$ cat src/rtl/uart_cc_pkg.sv
package uart_cc_pkg;

  typedef enum logic [3:0] {
    MISC_NOP         = 4'h0,
    MISC_PTR_RST     = 4'h1,
    MISC_RX_RST      = 4'h2,
    MISC_TX_RST      = 4'h3,
    MISC_ERR_CLR     = 4'h4,
    MISC_BRK_INT_CLR = 4'h5,
    MISC_BRK_START   = 4'h6,
    MISC_BRK_STOP    = 4'h7,
    MISC_RTS_ASSERT  = 4'h8,
    MISC_RTS_NEGATE  = 4'h9,
    MISC_TMO_ON      = 4'hA,
    MISC_RSVD_B      = 4'hB,
    MISC_TMO_OFF     = 4'hC,
    MISC_RSVD_D      = 4'hD,
    MISC_RSVD_E      = 4'hE,
    MISC_RSVD_F      = 4'hF
  } misc_cmd_e;

  typedef enum logic [1:0] {
    PAIR_NOP  = 2'b00,
    PAIR_ON   = 2'b01,
    PAIR_OFF  = 2'b10,
    PAIR_BOTH = 2'b11
  } en_pair_e;

  typedef enum logic {
    PTR_MR1 = 1'b0,
    PTR_MR2 = 1'b1
  } mr_ptr_e;

  typedef struct packed {
    logic rx_en;
    logic rx_dis;
    logic tx_en;
    logic tx_dis;
    logic rx_rst;
    logic tx_rst;
    logic err_clr;
    logic brk_int_clr;
    logic brk_start;
    logic brk_stop;
    logic tmo_on;
    logic tmo_off;
  } cmd_pulse_t;

  localparam int unsigned CMD_W   = 8;
  localparam int unsigned PAIR_N  = 2;  // 0 = receiver, 1 = transmitter

endpackage

$ cat src/rtl/uart_cc_mode_regs.sv
module uart_cc_mode_regs
  import uart_cc_pkg::*;
#(
  parameter int unsigned MODE_W = 8
) (
  input  logic              clk_i,
  input  logic              rst_ni,
  input  logic              acc_i,
  input  logic              wr_i,
  input  logic [MODE_W-1:0] wdata_i,
  input  logic              ptr_rst_i,
  output logic [MODE_W-1:0] mr1_o,
  output logic [MODE_W-1:0] mr2_o,
  output logic [MODE_W-1:0] rdata_o
);

  mr_ptr_e           ptr_q;
  logic [MODE_W-1:0] mr1_q, mr2_q;

  always_ff @(posedge clk_i or negedge rst_ni) begin
    if (!rst_ni) begin
      ptr_q <= PTR_MR1;
    end else if (ptr_rst_i) begin
      ptr_q <= PTR_MR1;
    end else if (acc_i) begin
      ptr_q <= PTR_MR2;
    end
  end

  always_ff @(posedge clk_i or negedge rst_ni) begin
    if (!rst_ni) begin
      mr1_q <= '0;
      mr2_q <= '0;
    end else if (acc_i && wr_i) begin
      if (ptr_q == PTR_MR1) mr1_q <= wdata_i;
      else                  mr2_q <= wdata_i;
    end
  end

  assign mr1_o   = mr1_q;
  assign mr2_o   = mr2_q;
  assign rdata_o = (ptr_q == PTR_MR2) ? mr2_q : mr1_q;


  ptr_adv_chk: assert property (@(posedge clk_i) disable iff (!rst_ni)
    (acc_i && !ptr_rst_i) |=> (ptr_q == PTR_MR2));


  ptr_rst_chk: assert property (@(posedge clk_i) disable iff (!rst_ni)
    ptr_rst_i |=> (ptr_q == PTR_MR1));


  mr1_hold_chk: assert property (@(posedge clk_i) disable iff (!rst_ni)
    (ptr_q == PTR_MR2) |=> $stable(mr1_q));

endmodule

$ cat src/rtl/uart_cc_cmd_dec.sv
module uart_cc_cmd_dec
  import uart_cc_pkg::*;
(
  input  logic [CMD_W-1:0] cmd_i,
  output cmd_pulse_t       pulse_o,
  output logic             ptr_rst_o,
  output logic             rts_assert_o,
  output logic             rts_negate_o
);

  misc_cmd_e           misc;
  logic [PAIR_N-1:0]   en_req, dis_req, rst_req;

  assign misc = misc_cmd_e'(cmd_i[CMD_W-1 -: 4]);

  assign rst_req[0] = (misc == MISC_RX_RST);
  assign rst_req[1] = (misc == MISC_TX_RST);

  for (genvar g = 0; g < PAIR_N; g++) begin : g_pair
    en_pair_e pair;
    assign pair       = en_pair_e'(cmd_i[2*g +: 2]);
    // a reset in the same word wins over an enable of that direction
    assign en_req[g]  = (pair == PAIR_ON) && !rst_req[g];
    assign dis_req[g] = (pair == PAIR_OFF);
  end

  always_comb begin
    pulse_o             = '0;
    pulse_o.rx_en       = en_req[0];
    pulse_o.rx_dis      = dis_req[0];
    pulse_o.tx_en       = en_req[1];
    pulse_o.tx_dis      = dis_req[1];
    pulse_o.rx_rst      = rst_req[0];
    pulse_o.tx_rst      = rst_req[1];
    pulse_o.err_clr     = (misc == MISC_ERR_CLR);
    pulse_o.brk_int_clr = (misc == MISC_BRK_INT_CLR);
    pulse_o.brk_start   = (misc == MISC_BRK_START);
    pulse_o.brk_stop    = (misc == MISC_BRK_STOP);
    pulse_o.tmo_on      = (misc == MISC_TMO_ON);
    pulse_o.tmo_off     = (misc == MISC_TMO_OFF);
  end

  assign ptr_rst_o    = (misc == MISC_PTR_RST);
  assign rts_assert_o = (misc == MISC_RTS_ASSERT);
  assign rts_negate_o = (misc == MISC_RTS_NEGATE);

  always_comb begin

    rx_conflict_chk: assert (!(pulse_o.rx_en && pulse_o.rx_rst));

    tx_conflict_chk: assert (!(pulse_o.tx_en && pulse_o.tx_rst));

    misc_onehot_chk: assert ($onehot0({pulse_o.rx_rst, pulse_o.tx_rst, pulse_o.err_clr,
                                       pulse_o.brk_int_clr, pulse_o.brk_start, pulse_o.brk_stop,
                                       pulse_o.tmo_on, pulse_o.tmo_off, ptr_rst_o,
                                       rts_assert_o, rts_negate_o}));
  end

endmodule

$ cat src/rtl/uart_cc_cmd_reg.sv
module uart_cc_cmd_reg
  import uart_cc_pkg::*;
(
  input  logic       clk_i,
  input  logic       rst_ni,
  input  logic       wr_cmd_i,
  input  cmd_pulse_t pulse_i,
  input  logic       rts_assert_i,
  input  logic       rts_negate_i,
  output cmd_pulse_t pulse_o,
  output logic       rts_no
);

  cmd_pulse_t pulse_q;
  logic       rts_nq;

  always_ff @(posedge clk_i or negedge rst_ni) begin
    if (!rst_ni) begin
      pulse_q <= '0;
    end else begin
      pulse_q <= wr_cmd_i ? pulse_i : '0;
    end
  end

  always_ff @(posedge clk_i or negedge rst_ni) begin
    if (!rst_ni) begin
      rts_nq <= 1'b1;
    end else if (wr_cmd_i && rts_assert_i) begin
      rts_nq <= 1'b0;
    end else if (wr_cmd_i && rts_negate_i) begin
      rts_nq <= 1'b1;
    end
  end

  assign pulse_o = pulse_q;
  assign rts_no  = rts_nq;


  no_spurious_pulse_chk: assert property (@(posedge clk_i) disable iff (!rst_ni)
    !wr_cmd_i |=> (pulse_q == '0));


  single_cycle_chk: assert property (@(posedge clk_i) disable iff (!rst_ni)
    (pulse_q != '0 && !wr_cmd_i) |=> (pulse_q == '0));


  rts_hold_chk: assert property (@(posedge clk_i) disable iff (!rst_ni)
    !(wr_cmd_i && (rts_assert_i || rts_negate_i)) |=> $stable(rts_nq));


  rts_low_chk: assert property (@(posedge clk_i) disable iff (!rst_ni)
    (wr_cmd_i && rts_assert_i) |=> !rts_nq);

endmodule

$ cat src/rtl/uart_chan_ctrl.sv
module uart_chan_ctrl
  import uart_cc_pkg::*;
#(
  parameter int unsigned MODE_W = 8
) (
  input  logic              clk_i,
  input  logic              rst_ni,
  input  logic              wr_en_i,
  input  logic              rd_en_i,
  input  logic              addr_i,
  input  logic [MODE_W-1:0] wdata_i,
  output logic [MODE_W-1:0] rdata_o,
  output logic [MODE_W-1:0] mode1_o,
  output logic [MODE_W-1:0] mode2_o,
  output logic              rx_en_o,
  output logic              rx_dis_o,
  output logic              tx_en_o,
  output logic              tx_dis_o,
  output logic              rx_rst_o,
  output logic              tx_rst_o,
  output logic              err_clr_o,
  output logic              brk_int_clr_o,
  output logic              brk_start_o,
  output logic              brk_stop_o,
  output logic              tmo_on_o,
  output logic              tmo_off_o,
  output logic              rts_no
);

  localparam logic ADDR_MODE = 1'b0;
  localparam logic ADDR_CMD  = 1'b1;

  logic       mode_acc, mode_wr, cmd_wr;
  logic       ptr_rst, rts_assert, rts_negate;
  cmd_pulse_t dec_pulse, out_pulse;

  assign mode_acc = (wr_en_i || rd_en_i) && (addr_i == ADDR_MODE);
  assign mode_wr  = wr_en_i && (addr_i == ADDR_MODE);
  assign cmd_wr   = wr_en_i && (addr_i == ADDR_CMD);

  uart_cc_cmd_dec u_dec (
    .cmd_i        (wdata_i[CMD_W-1:0]),
    .pulse_o      (dec_pulse),
    .ptr_rst_o    (ptr_rst),
    .rts_assert_o (rts_assert),
    .rts_negate_o (rts_negate)
  );

  uart_cc_mode_regs #(.MODE_W(MODE_W)) u_mode (
    .clk_i     (clk_i),
    .rst_ni    (rst_ni),
    .acc_i     (mode_acc),
    .wr_i      (mode_wr),
    .wdata_i   (wdata_i),
    .ptr_rst_i (cmd_wr && ptr_rst),
    .mr1_o     (mode1_o),
    .mr2_o     (mode2_o),
    .rdata_o   (rdata_o)
  );

  uart_cc_cmd_reg u_creg (
    .clk_i        (clk_i),
    .rst_ni       (rst_ni),
    .wr_cmd_i     (cmd_wr),
    .pulse_i      (dec_pulse),
    .rts_assert_i (rts_assert),
    .rts_negate_i (rts_negate),
    .pulse_o      (out_pulse),
    .rts_no       (rts_no)
  );

  assign rx_en_o       = out_pulse.rx_en;
  assign rx_dis_o      = out_pulse.rx_dis;
  assign tx_en_o       = out_pulse.tx_en;
  assign tx_dis_o      = out_pulse.tx_dis;
  assign rx_rst_o      = out_pulse.rx_rst;
  assign tx_rst_o      = out_pulse.tx_rst;
  assign err_clr_o     = out_pulse.err_clr;
  assign brk_int_clr_o = out_pulse.brk_int_clr;
  assign brk_start_o   = out_pulse.brk_start;
  assign brk_stop_o    = out_pulse.brk_stop;
  assign tmo_on_o      = out_pulse.tmo_on;
  assign tmo_off_o     = out_pulse.tmo_off;


  rx_rst_cause_chk: assert property (@(posedge clk_i) disable iff (!rst_ni)
    rx_rst_o |-> $past(cmd_wr && wdata_i[7:4] == 4'h2));


  err_clr_cause_chk: assert property (@(posedge clk_i) disable iff (!rst_ni)
    err_clr_o |-> $past(cmd_wr && wdata_i[7:4] == 4'h4));

endmodule

$ cat config.mk
export PLATFORM = sky130hd
export DESIGN_NAME = uart_chan_ctrl
export DESIGN_NICKNAME = d
export VERILOG_FILES = /design/src/rtl/uart_cc_pkg.sv /design/src/rtl/uart_cc_mode_regs.sv /design/src/rtl/uart_cc_cmd_dec.sv /design/src/rtl/uart_cc_cmd_reg.sv /design/src/rtl/uart_chan_ctrl.sv
export SDC_FILE = /design/constraint.sdc
export NUM_CORES = 1
export LEC_CHECK = 0
export BUFFER_PORTS_ARGS = -buffer_cell sky130_fd_sc_hd__buf_2
export CORE_AREA = 2 2 58 60
export DETAILED_ROUTE_END_ITERATION = 7
export DIE_AREA = 0 0 60 62
export PLACE_DENSITY_LB_ADDON = 0.2
export SYNTH_ARGS = -nofsm -noshare
export SYNTH_HDL_FRONTEND = slang
export SYNTH_SLANG_ARGS = --single-unit
export TNS_END_PERCENT = 20
$ cat constraint.sdc
create_clock -name clk_i -period 1.9 [get_ports clk_i]
set_input_delay 0.285 -clock clk_i [delete_from_list [all_inputs] [get_ports clk_i]]
set_output_delay 0.285 -clock clk_i [all_outputs]
set_load 0.05 [all_outputs]
Word-level counts from Yosys, hierarchy flattened:

Index checks and enable logic that the tools add are counted.

* register bits after elaboration: 30
* bits of input ports: 13
* output and inout port bits: 37
* logic and storage cells: 55

* equality and inequality tests: 15
* muxes and demuxes: 6
* bitwise logic cells: 2
* reduce and logical (&&, ||, !) cells: 16

Operator list (number)
* $eq 4x3->1 const B: 4
* $eq 4x4->1 const B: 4
* $mux 12: 1
* $logic_and 1x1->1: 9
* $eq 4x2->1 const B: 2
* $mux 8: 1
* $eq 2x1->1 const B: 2
* $eq 2x2->1 const B: 2
* $eq 4x1->1 const B: 1
* $mux 1: 4
* $reduce_and 2->1: 2
* $reduce_bool 2->1: 2
* $logic_not 1->1: 2
* $not 1->1: 2
* $logic_or 1x1->1: 1

Depth between registers and ports, before layout:

Gate-level depths: netlist of the first run.

* word-level depth: 4
* gate-level depth with buffers: 4
* gate-level depth less buffers: 3

Hierarchy:

A second synthesis of the first run with hierarchy kept.

* cell total of the unflattened synthesis: 99
* area, all modules: 1350.0 µm²

Modules (own cells, without submodules)
* uart_cc_mode_regs: instances 1, cells an instance 46, area an instance 752.0 µm², sequential area each 425.4 µm²
* uart_cc_cmd_reg: instances 1, cells an instance 28, area an instance 432.9 µm², sequential area each 326.6 µm²
* uart_cc_cmd_dec: instances 1, cells an instance 21, area an instance 131.4 µm², sequential area each 0.0 µm²
* uart_chan_ctrl: instances 1, cells an instance 4, area an instance 33.8 µm², sequential area each 0.0 µm²

Least setup slack after synthesis of the first run:

OpenSTA, ideal clock, no wires.

* path type: register -> output
* start: register u_mode.mr2_q[5], in the netlist u_mode.mr2_o[5]
* end: output rdata_o[5]
* data arrival time: 1038 ps
* required time: 1615 ps
* setup slack: 577 ps
* stages on the path, launching flop included: 2
* path buffers: 0
* cell sequence: dfrtp_1 > mux2_2

* longest elaborated chain between the ends: 1

RTL lines
* start: declaration: RTL line uart_cc_mode_regs.sv:18 `logic [MODE_W-1:0] mr1_q, mr2_q;`
* start signal: assignment: RTL line uart_cc_mode_regs.sv:36 `else mr2_q <= wdata_i;`
* $mux 8: RTL line uart_cc_mode_regs.sv:42 `assign rdata_o = (ptr_q == PTR_MR2) ? mr2_q : mr1_q;`
* end: declaration: RTL line uart_chan_ctrl.sv:12 `output logic [MODE_W-1:0] rdata_o,`

Every way passes these cells.

Final worst setup path of the first run:

* start: register u_mode.ptr_q
* end: output rdata_o[3]

* longest elaborated chain between the ends: 1

RTL lines
* start: declaration: RTL line uart_cc_mode_regs.sv:17 `mr_ptr_e ptr_q;`
* start signal: assignment: RTL line uart_cc_mode_regs.sv:22 `ptr_q <= PTR_MR1;`
* start signal: assignment: RTL line uart_cc_mode_regs.sv:24 `ptr_q <= PTR_MR1;`
* start signal: assignment: RTL line uart_cc_mode_regs.sv:26 `ptr_q <= PTR_MR2;`
* $mux 8: RTL line uart_cc_mode_regs.sv:42

Every way passes these cells.

==> impl_summary.txt, run 1 <==
----------------------------------------------------
[Run status]
  Status ... finished, final reports clean

[Timing]
  Minimum period implied by the final worst setup slack ... 1.736 ns
  Peak Freq ... 575.9 MHz
  Final count of negative-setup-slack endpoints ... 0
  Final Skew ... 0.006982 ns
  TNS Setup ... 0 ns
  Worst slew pin tran ... 0.6565 ns
  Setup repair after global routing missed its margin ... false
  Final-report max-slew violation count ... 0
  Final Hold Vio Count ... 0
  Final Worst Setup Slack ... 0.1635 ns
  Final period util ... 0.9139
  Relative slew margins ... 0.5623

[Routing]
  Final WL ... 2543 µm
  Metal2 WL ... 1237 µm
  Antenna Violating Nets Remaining ... 0
  Number of DRC violations after detailed-routing iteration 0 ... 20
  Highest routed layer ... met4
  Post-route DRC ... 0
  First-pass detailed-route iteration total ... 4
  WL met3 ... 177 µm
  Per-cell via count in the routed design ... 4.786
  Routed metal-1 wire length ... 1103 µm
  Via count ... 895
  Average detailed-routed wire length per instance ... 13.60 µm

[Synth]
  Post-synthesis instance area ... 0.001234 mm²
  Seq/Total Area, Yosys ... 0.6095
  Synthesis-stage register bit count ... 30
  Count of yosys warnings during synthesis ... 0
  Cells taking the most area after synthesis ... dfrtp_1 59%, mux2_2 22%, nor3_1 2.4%, dfstp_2 2.1%, nor4b_1 2.1%
  Post-synthesis cell count ... 87
  Distinct cells, synth ... 21
  Cell type with the highest aggregate area in the netlist ... dfrtp_1
  Syn Area/Cell ... 14.18 µm²
  Area fraction of the dominant cell type after synthesis ... 0.5882
  Net count of the mapped netlist ... 100

[Placement]
  DP Cell Count ... 178
  Number of port buffers ... 49
  DPL Wire Length ... 1764 µm
  Routability congestion estimate from global placement ... 0.6741
  Post-Place Setup Slack ... 0.2700 ns

[Floorplanning]
  Die Y ... 62 µm
  Die Width ... 60 µm
  Number of primary I/O pins ... 50
  Area of the die ... 0.003720 mm²
  Number of placement rows ... 21
  Initial standard-cell utilization of the core ... 0.3880
  Floorplan core area ... 0.003179 mm²

[Final layout]
  ANT cells ... 0
  Area Overhead vs Synth ... 30.02%
  Core utilization of the finished layout ... 0.5045
  Final instance count without filler cells ... 187
  Share of cells above drive strength 1 ... 0.6099
  Nets@finish ... 153

[Setup path]
  Worst endpoint data arrival time ... 1.45 ns
  Kind of end point of the critical path ... output port
  Crit path buf inv count ... 1
  Chain of cells forming the critical path ... mux2_2 -> buf_2
  Cell type group with the largest total delay on the critical path ... flip-flops
  Reg2Reg Launch Point ... u_mode.ptr_q
  Critical Path Slowest Stage Cell ... dfrtp_2
  Required time reported for the critical path endpoint ... 1.62 ns
  Kind of critical path ... flip-flop to output port
  Sort of element at the start of the critical path ... flip-flop
  Crit Path Max Fanout ... 11
  Startpoint of the most critical setup path ... u_mode.ptr_q
  CP max stage delay ... 0.55 ns

[Flow run]
  Count of max-cap constraint violations ... 0

[Clock network]
  Setup repair bufs after CTS ... 0
  TritonCTS sink count ... 30
  TritonCTS clock tree ... yes
  Num CTS Buffers ... 5
  Maximum level of the CTS H-tree ... 2
  CTS clock-pin slew for the worst setup and hold paths ... 0.10 ns
  Later-pin clock latency in the skew report ... 0.33 ns
  Largest buffer count on any clock path ... 2
  Clock Root Buffer ... clkbuf_4

[GRT]
  Number of global-route vias before repair ... 812
  Grt ovf ... 0
  Antenna violations before repair ... 0
  Wire length of the first global-routing pass ... 3967 µm
  Maximum number of pins on one net before global-route repair ... 31
  Global Route Usage Sum ... 0.1522

[Power and ir drop]
  Worst ir drop on vdd ... 0.6796 mV
  Post-route total power ... 1.965 mW
  Leakage ... 0.7991 nW
  Power per standard cell area ... 1225 mW/mm²

[Hold path]
  Startpoint of the lowest-slack hold path ... wdata_i[2]
  Worst min path class ... input pin to flip-flop

----------------------------------------------------
[Yosys cell counts, drive strengths merged]
cell,n
a31oi,1
buf,3
clkbuf,1
dfrtp,29
dfstp,1
inv,1
mux2,24
nand2,3
nand2b,1
nand3,1
nand3b,1
nand4b,1
nor2,3
nor3,6
nor3b,4
nor4,2
nor4b,3
o21ai,1
o21ba,1
[what timing repair did]
| action | 4_1_cts | 5_1_grt |
|---|---|---|
| hold buffers | 1 | 0 |
| gates resized for setup | 1 | 0 |
| endpoints found under the hold margin | 22 | 0 |
| endpoints found under the setup margin | 8 | 0 |
[flip-flops by register name (all words and copies together) (netlist names)]
register / count
u_creg.pulse_o: 12
u_mode.mr1_o: 8
u_mode.mr2_o: 8
u_creg.rts_no: 1
u_mode.ptr_q: 1
[kinds of logic (layout without fill, tap and decap cells)]
logic type | after synthesis | in the layout | synth area share
flops | 30 | 30 | 0.6095
buf+inv | 5 | 59 | 0.02129
mux | 24 | 24 | 0.2191
compound gates | 3 | 3 | 0.01724
simple gates | 25 | 25 | 0.1329
[power by group]
| group | switching [mW] | internal (mW) | leakage, nW |
|---|---|---|---|
| combinational | 0.531 | 0.181 | 0.375 |
| sequential | 0.0605 | 0.727 | 0.379 |
| clock | 0.213 | 0.253 | 0.0446 |
| total | 0.805 | 1.16 | 0.799 |
[layer usage]
metal / global-route usage / vias up
met5: 0 / -
met4: 0.05714 / 0
met3: 0.05797 / 3
met2: 0.2329 / 35
met1: 0.1974 / 438
li1: - / 419
[metrics by stage]
| step | hold WS (ns) | instance area (µm²) |
|---|---|---|
| after floorplan | -0.01059 | 1234 |
| after global placement | 0.3392 | 1514 |
| after detailed placement | 0.3544 | 1514 |
| after CTS | 0.1280 | 1604 |
| after global routing | 0.1272 | 1604 |
| final | 0.1438 | 1604 |
[worst paths after layout]
kind	cells after the start	to	slack (ns)
worst max-delay path	2	rdata_o[3]	0.16
min in group asynchronous	2	u_creg.pulse_o[6]	0.52
worst min-delay path	2	u_creg.pulse_o[8]	0.14
max in group asynchronous	2	u_mode.ptr_q	0.92
worst min register to register	2	u_mode.mr2_o[5]	0.52
worst max register to register	2	u_mode.mr1_o[0]	0.39
[area by class of cell]
cell class | instances | area [µm²]
Sequential cell | 30 | 753.2
Clock buffer | 8 | 78.83
Inverter | 1 | 3.754
Multi-Input combinational cell | 52 | 455.4
Fill cell | 297 | 1575
Timing Repair Buffer | 50 | 255.2
Tap cell | 46 | 57.56
[cell usage in the layout (no fill, tap or decap)]
cell type,Yosys,routed
a31oi_1,1,1
buf_2,2,49
clkbuf_4,0,5
clkbuf_8,0,3
dfrtp_1,29,28
dfrtp_2,0,1
dfstp_2,1,1
dlygate4sd3_1,0,1
inv_1,1,1
mux2_2,24,24
nand2_1,3,3
nand2b_1,1,1
nand3_1,1,1
nand3b_2,1,1
nand4b_1,1,1
nor2_1,3,3
nor3_1,6,6
nor3b_1,3,3
nor3b_4,1,1
nor4_1,2,2
nor4b_1,3,3
o21ai_0,1,1
o21ba_2,1,1
[worst reg2reg max path, stage by stage, from the launching register on]
cell,delay (ns)
dfrtp_2,0.53
nor3b_4,0.49
mux2_2,0.39
(Power assumes the default switching activity.)
==> run 2: changes to the inputs <==
--- a/config.mk
+++ b/config.mk
@@ -9,7 +9,7 @@
 export CORE_AREA = 2 2 58 60
 export DETAILED_ROUTE_END_ITERATION = 7
 export DIE_AREA = 0 0 60 62
-export PLACE_DENSITY_LB_ADDON = 0.2
+export PLACE_DENSITY_LB_ADDON = 0.12
 export SYNTH_ARGS = -nofsm -noshare
 export SYNTH_HDL_FRONTEND = slang
 export SYNTH_SLANG_ARGS = --single-unit
==> impl_summary.txt, run 2 (synthesis results as in run 1) <==
----------------------------------------------------
[Power and ir drop]
  Part of the power in the clock network ... 0.205
  Portion of total power attributed to combinational logic ... 0.378
  Total internal power ... 1.087 mW
  Worst ir drop on vdd ... 0.5225 mV
  Leakage ... 0.7898 nW
  Switch share ... 0.4237
  NetSw ... 0.7994 mW
  Power share of the sequential group ... 0.416
  Post-route total power ... 1.887 mW
  Power per standard cell area ... 1190 mW/mm²

[Routing]
  Per-cell via count in the routed design ... 4.781
  Number of DRC violations after detailed-routing iteration 0 ... 11
  Average detailed-routed wire length per instance ... 13.64 µm
  Final WL ... 2551 µm
  First-pass detailed-route iteration total ... 4
  Antenna Violating Nets Remaining ... 0
  Via count ... 894
  Post-route DRC ... 0

[Placement]
  Number of port buffers ... 49
  Instance area after placement ... 0.001514 mm²
  Routability congestion estimate from global placement ... 0.7070
  Post-Place Setup Slack ... 0.3290 ns
  DPL Wire Length ... 1795 µm

[Setup path]
  Worst reg-to-reg path cell count ... 2
  Kind of end point of the critical path ... output port
  Crit Path Max Fanout ... 11
  Sort of element at the start of the critical path ... flip-flop
  CP max stage delay ... 0.54 ns
  Required time reported for the critical path endpoint ... 1.62 ns
  Kind of critical path ... flip-flop to output port
  Chain of cells forming the critical path ... mux2_2 -> buf_2
  Critical Path Slowest Stage Cell ... dfrtp_2
  Worst endpoint data arrival time ... 1.45 ns

[Floorplanning]
  Initial standard-cell utilization of the core ... 0.3880
  Die Y ... 62 µm
  Floorplan core area ... 0.003179 mm²
  Area of the die ... 0.003720 mm²
  Number of placement rows ... 21
  Die Width ... 60 µm
  Number of primary I/O pins ... 50

[Timing]
  Peak Freq ... 575.6 MHz
  Final count of negative-setup-slack endpoints ... 0
  Final-report max-slew violation count ... 0
  Final Skew ... 0.006839 ns
  Final Hold Vio Count ... 0
  Final Worst Setup Slack ... 0.1627 ns
  TNS Setup ... 0 ns
  Relative slew margins ... 0.5555
  Setup repair after global routing missed its margin ... false
  Minimum period implied by the final worst setup slack ... 1.737 ns
  Final period util ... 0.9144
  Worst slew pin tran ... 0.6667 ns

[Clock network]
  Clock Root Buffer ... clkbuf_4
  Later-pin clock latency in the skew report ... 0.32 ns
  Maximum level of the CTS H-tree ... 2
  TritonCTS clock tree ... yes
  Num CTS Buffers ... 5
  CTS clock-pin slew for the worst setup and hold paths ... 0.09 ns
  Setup repair bufs after CTS ... 0
  Largest buffer count on any clock path ... 2
  TritonCTS sink count ... 30

[Final layout]
  Most common library cell in the layout ignoring fill and taps ... buf_2
  Highest-count cells in the layout ignoring fill and taps ... 49 x buf_2, 28 x dfrtp_1, 24 x mux2_2
  Share of cells above drive strength 1 ... 0.6028
  Multi-input combinational cell area ... 455.4 µm²
  Area Overhead vs Synth ... 28.50%
  Final std cell area, no fill ... 0.001585 mm²
  ANT cells ... 0
  Sequential cell area ... 753.2 µm²
  Number of filler instances in the final layout ... 304
  Max reg flops ... 12
  Nets@finish ... 153
  Core utilization of the finished layout ... 0.4986

[GRT]
  Wire length of the first global-routing pass ... 4084 µm
  Number of global-route vias before repair ... 827
  Global Route Usage Sum ... 0.1548
  Antenna violations before repair ... 0
  Grt ovf ... 0
  Maximum number of pins on one net before global-route repair ... 31

[Run status]
  Status ... finished, final reports clean

[Flow run]
  Count of max-cap constraint violations ... 0

[Hold path]
  Worst Hold Depth ... 2
  Worst min path class ... input pin to flip-flop

----------------------------------------------------
## run 2: changes by cell type in the layout (fill, tap and decap cells not counted), sizes merged
cell / previous run / this run
clkbuf: 8 / 7
clkinv: 0 / 1
## run 2: stage by stage
step	instances	hold slack [ns]
final	187	0.1544
after floorplan	87	-0.01059
after global routing	187	0.1490
after global placement	178	0.3491
after detailed placement	178	0.3549
after CTS	187	0.1383
## run 2: worst max-delay path, delay by kind of cell, from the launching register on
| family | cells | cell delay, ns |
|---|---|---|
| flip-flops | 1 | 0.54 |
| multiplexers | 1 | 0.38 |
| buffers and inverters | 1 | 0.21 |
## run 2: per-layer routing
| metal | GRT usage | vias to the layer above | share of wire | routed length (µm) |
|---|---|---|---|---|
| li1 | - | 419 | - | - |
| met1 | 0.2050 | 439 | 0.42 | 1078 |
| met2 | 0.2329 | 29 | 0.50 | 1277 |
| met3 | 0.04555 | 7 | 0.060 | 154 |
| met4 | 0.07619 | 0 | 0.016 | 40 |
| met5 | 0 | - | 0 | 0 |
## run 2: area by class of cell
type | instances | area share
Multi-Input combinational cell | 52 | 0.2873
Inverter | 1 | 0.002368
Clock buffer | 7 | 0.03473
Tap cell | 46 | 0.03631
Timing Repair Buffer | 50 | 0.1610
Clock inverter | 1 | 0.003157
Sequential cell | 30 | 0.4751
## run 2: worst paths after layout
path	slack (ns)	endpoint	startpoint
hold reg to reg	0.51	u_mode.mr2_o[5]	u_mode.mr2_o[5]
setup reg to reg	0.42	u_mode.mr1_o[4]	u_mode.ptr_q
max in group asynchronous	0.91	u_mode.ptr_q	rst_ni
min in group asynchronous	0.52	u_creg.pulse_o[0]	rst_ni
hold / removal	0.15	u_creg.pulse_o[8]	wdata_i[2]
setup / recovery	0.16	rdata_o[2]	u_mode.ptr_q
## run 2: timing repair
action / CTS / global route
endpoints found under the setup margin: 8 / 0
gates resized for setup: 1 / 0
hold buffers: 1 / 0
hold endpoints to repair: 23 / 0
## run 2: power groups by stage
stage	Combinational (mW)	Sequential, mW	Clock [mW]
after global routing	0.750	0.800	0.436
after global placement	0.714	0.798	0
after CTS	0.720	0.788	0.406
after floorplan	0.253	1.09	0
after detailed placement	0.717	0.800	0
final	0.714	0.786	0.387
==> run 3: changes to the inputs <==
--- a/config.mk
+++ b/config.mk
@@ -7,6 +7,7 @@
 export LEC_CHECK = 0
 export BUFFER_PORTS_ARGS = -buffer_cell sky130_fd_sc_hd__buf_2
 export CORE_AREA = 2 2 58 60
+export CTS_BUF_LIST = sky130_fd_sc_hd__clkbuf_4 sky130_fd_sc_hd__clkbuf_8 sky130_fd_sc_hd__clkbuf_16
 export DETAILED_ROUTE_END_ITERATION = 7
 export DIE_AREA = 0 0 60 62
 export PLACE_DENSITY_LB_ADDON = 0.12
==> impl_summary.txt, run 3 (synthesis results as in run 1) <==
----------------------------------------------------
[Floorplanning]
  Die Y ... 62 µm
  Number of placement rows ... 21
  Floorplan core area ... 0.003179 mm²
  Area of the die ... 0.003720 mm²
  Die Width ... 60 µm
  Initial standard-cell utilization of the core ... 0.3880
  Number of primary I/O pins ... 50

[Final layout]
  Most common library cell in the layout ignoring fill and taps ... buf_2
  Nets@finish ... 153
  Share of cells above drive strength 1 ... 0.6099
  Max reg flops ... 12
  Highest-count cells in the layout ignoring fill and taps ... 49 x buf_2, 28 x dfrtp_1, 24 x mux2_2
  ANT cells ... 0
  Area Overhead vs Synth ... 28.80%

[Setup path]
  Critical Path Slowest Stage Cell ... dfrtp_2
  Required time reported for the critical path endpoint ... 1.62 ns
  Chain of cells forming the critical path ... mux2_2 -> buf_2
  Cell type group with the largest total delay on the critical path ... flip-flops
  Kind of end point of the critical path ... output port
  Reg2Reg Launch Point ... u_mode.ptr_q
  Slack of the worst reg-to-reg path ... 0.43 ns
  CP max stage delay ... 0.55 ns
  Endpoint of the worst register-to-register path ... u_mode.mr1_o[0]
  Kind of critical path ... flip-flop to output port
  Worst endpoint data arrival time ... 1.46 ns
  Crit path buf inv count ... 1
  Worst reg-to-reg path cell count ... 2
  Sort of element at the start of the critical path ... flip-flop
  Crit Path Max Fanout ... 11

[Hold path]
  Worst min path class ... input pin to flip-flop
  Startpoint of the lowest-slack hold path ... wdata_i[2]
  Worst Hold Depth ... 2
  Endpoint with the worst hold slack ... u_creg.pulse_o[8]

[GRT]
  GR Util met3 ... 0.04555
  Met1 Use GR ... 0.2040
  GR Layer Usage met2 ... 0.2314
  Maximum number of pins on one net before global-route repair ... 31
  Grt ovf ... 0
  Wire length of the first global-routing pass ... 4077 µm
  Antenna violations before repair ... 0
  GR peak layer ... met2
  Number of global-route vias before repair ... 822
  Global Route Usage Sum ... 0.1539

[Timing]
  Final count of negative-setup-slack endpoints ... 0
  Worst hold slack ... 0.1472 ns
  Final Hold Vio Count ... 0
  Final-report max-slew violation count ... 0
  Minimum period implied by the final worst setup slack ... 1.743 ns
  Final period util ... 0.9175
  Setup repair after global routing missed its margin ... false
  Final Skew ... 0.009302 ns
  Peak Freq ... 573.7 MHz
  Worst slew pin tran ... 0.6578 ns
  TNS Setup ... 0 ns
  Relative slew margins ... 0.5615

[Placement]
  DPL Wire Length ... 1795 µm
  Number of port buffers ... 49
  Routability congestion estimate from global placement ... 0.7070

[Power and ir drop]
  Post-route total power ... 1.905 mW
  Leakage ... 0.7932 nW
  Total internal power ... 1.101 mW
  Power per standard cell area ... 1199 mW/mm²
  Part of the power in the clock network ... 0.213
  Worst ir drop on vdd ... 0.5212 mV
  Portion of total power attributed to combinational logic ... 0.375
  Power share of the sequential group ... 0.413
  NetSw ... 0.8031 mW
  Switch share ... 0.4217

[Clock network]
  Num CTS Buffers ... 5
  TritonCTS clock tree ... yes
  Setup repair bufs after CTS ... 0
  Maximum level of the CTS H-tree ... 2
  TritonCTS sink count ... 30
  Clock Root Buffer ... clkbuf_4
  Largest buffer count on any clock path ... 2
  Later-pin clock latency in the skew report ... 0.33 ns
  CTS clock-pin slew for the worst setup and hold paths ... 0.09 ns

[Run status]
  Status ... finished, final reports clean

[Routing]
  Per-cell via count in the routed design ... 4.781
  First-pass detailed-route iteration total ... 4
  Average detailed-routed wire length per instance ... 13.64 µm
  Antenna Violating Nets Remaining ... 0
  Post-route DRC ... 0
  Number of DRC violations after detailed-routing iteration 0 ... 8
  Final WL ... 2550 µm
  Via count ... 894

[Flow run]
  Count of max-cap constraint violations ... 0

----------------------------------------------------
run 3: cell counts in the layout (fill, tap and decap cells not counted):
No cell type changed its count.
run 3: power by group through the flow:
stage               Sequential (mW)  Clock [mW]  Combinational [mW]
finish                        0.786       0.405               0.714
global route                  0.800       0.451               0.749
CTS                           0.788       0.420               0.720
detailed placement            0.800           0               0.717
global placement              0.798           0               0.714
floorplan                      1.09           0               0.253
run 3: metrics by stage:
stage / utilization / cell area [µm²] / setup slack (ns) / std cells
2_1_floorplan: - / 1234 / 0.5772 / 87
3_3_place_gp: 0.4762 / 1514 / 0.3526 / 178
3_5_place_dp: 0.4762 / 1514 / 0.3290 / 178
4_1_cts: 0.4998 / 1589 / 0.1351 / 187
5_1_grt: 0.4998 / 1589 / 0.1010 / 187
6_report: 0.4998 / 1589 / 0.1568 / 187
run 3: area by class of cell:
cell class	instances	area, µm²
inverters	1	3.754
fillers	305	1590
repair buffers	50	255.2
clock inverters	1	5.005
clock buffers	7	58.81
multi-input cells	52	455.4
well taps	46	57.56
flip-flops and latches	30	753.2
run 3: timing repair:
action / in CTS / in global routing
endpoints found under the hold margin: 22 / 0
hold buffers: 1 / 0
setup endpoints to repair: 8 / 0
gates resized for setup: 1 / 0
run 3: how the worst max path moves through the flow:
| stage | startpoint | to | slack (ns) | depth (start not counted) |
|---|---|---|---|---|
| after global placement | u_mode.ptr_q | rdata_o[4] | 0.35 | 2 |
| after detailed placement | u_mode.ptr_q | u_mode.mr1_o[3] | 0.33 | 2 |
| after global routing | u_mode.ptr_q | rdata_o[5] | 0.10 | 2 |
| after CTS | u_mode.ptr_q | rdata_o[2] | 0.14 | 2 |
| final | u_mode.ptr_q | rdata_o[2] | 0.16 | 2 |
| after floorplan | u_mode.mr2_o[5] | rdata_o[5] | 0.58 | 1 |
run 3: worst reg2reg max path: stages (launching register included):
cell     delay (ns)
dfrtp_2        0.53
nor3b_4        0.45
mux2_2         0.38
run 3: layer usage:
| layer | routed length, µm | share of wire |
|---|---|---|
| met1 | 1081 | 0.42 |
| met2 | 1263 | 0.50 |
| met3 | 157 | 0.062 |
| met4 | 47 | 0.018 |
| met5 | 0 | 0 |
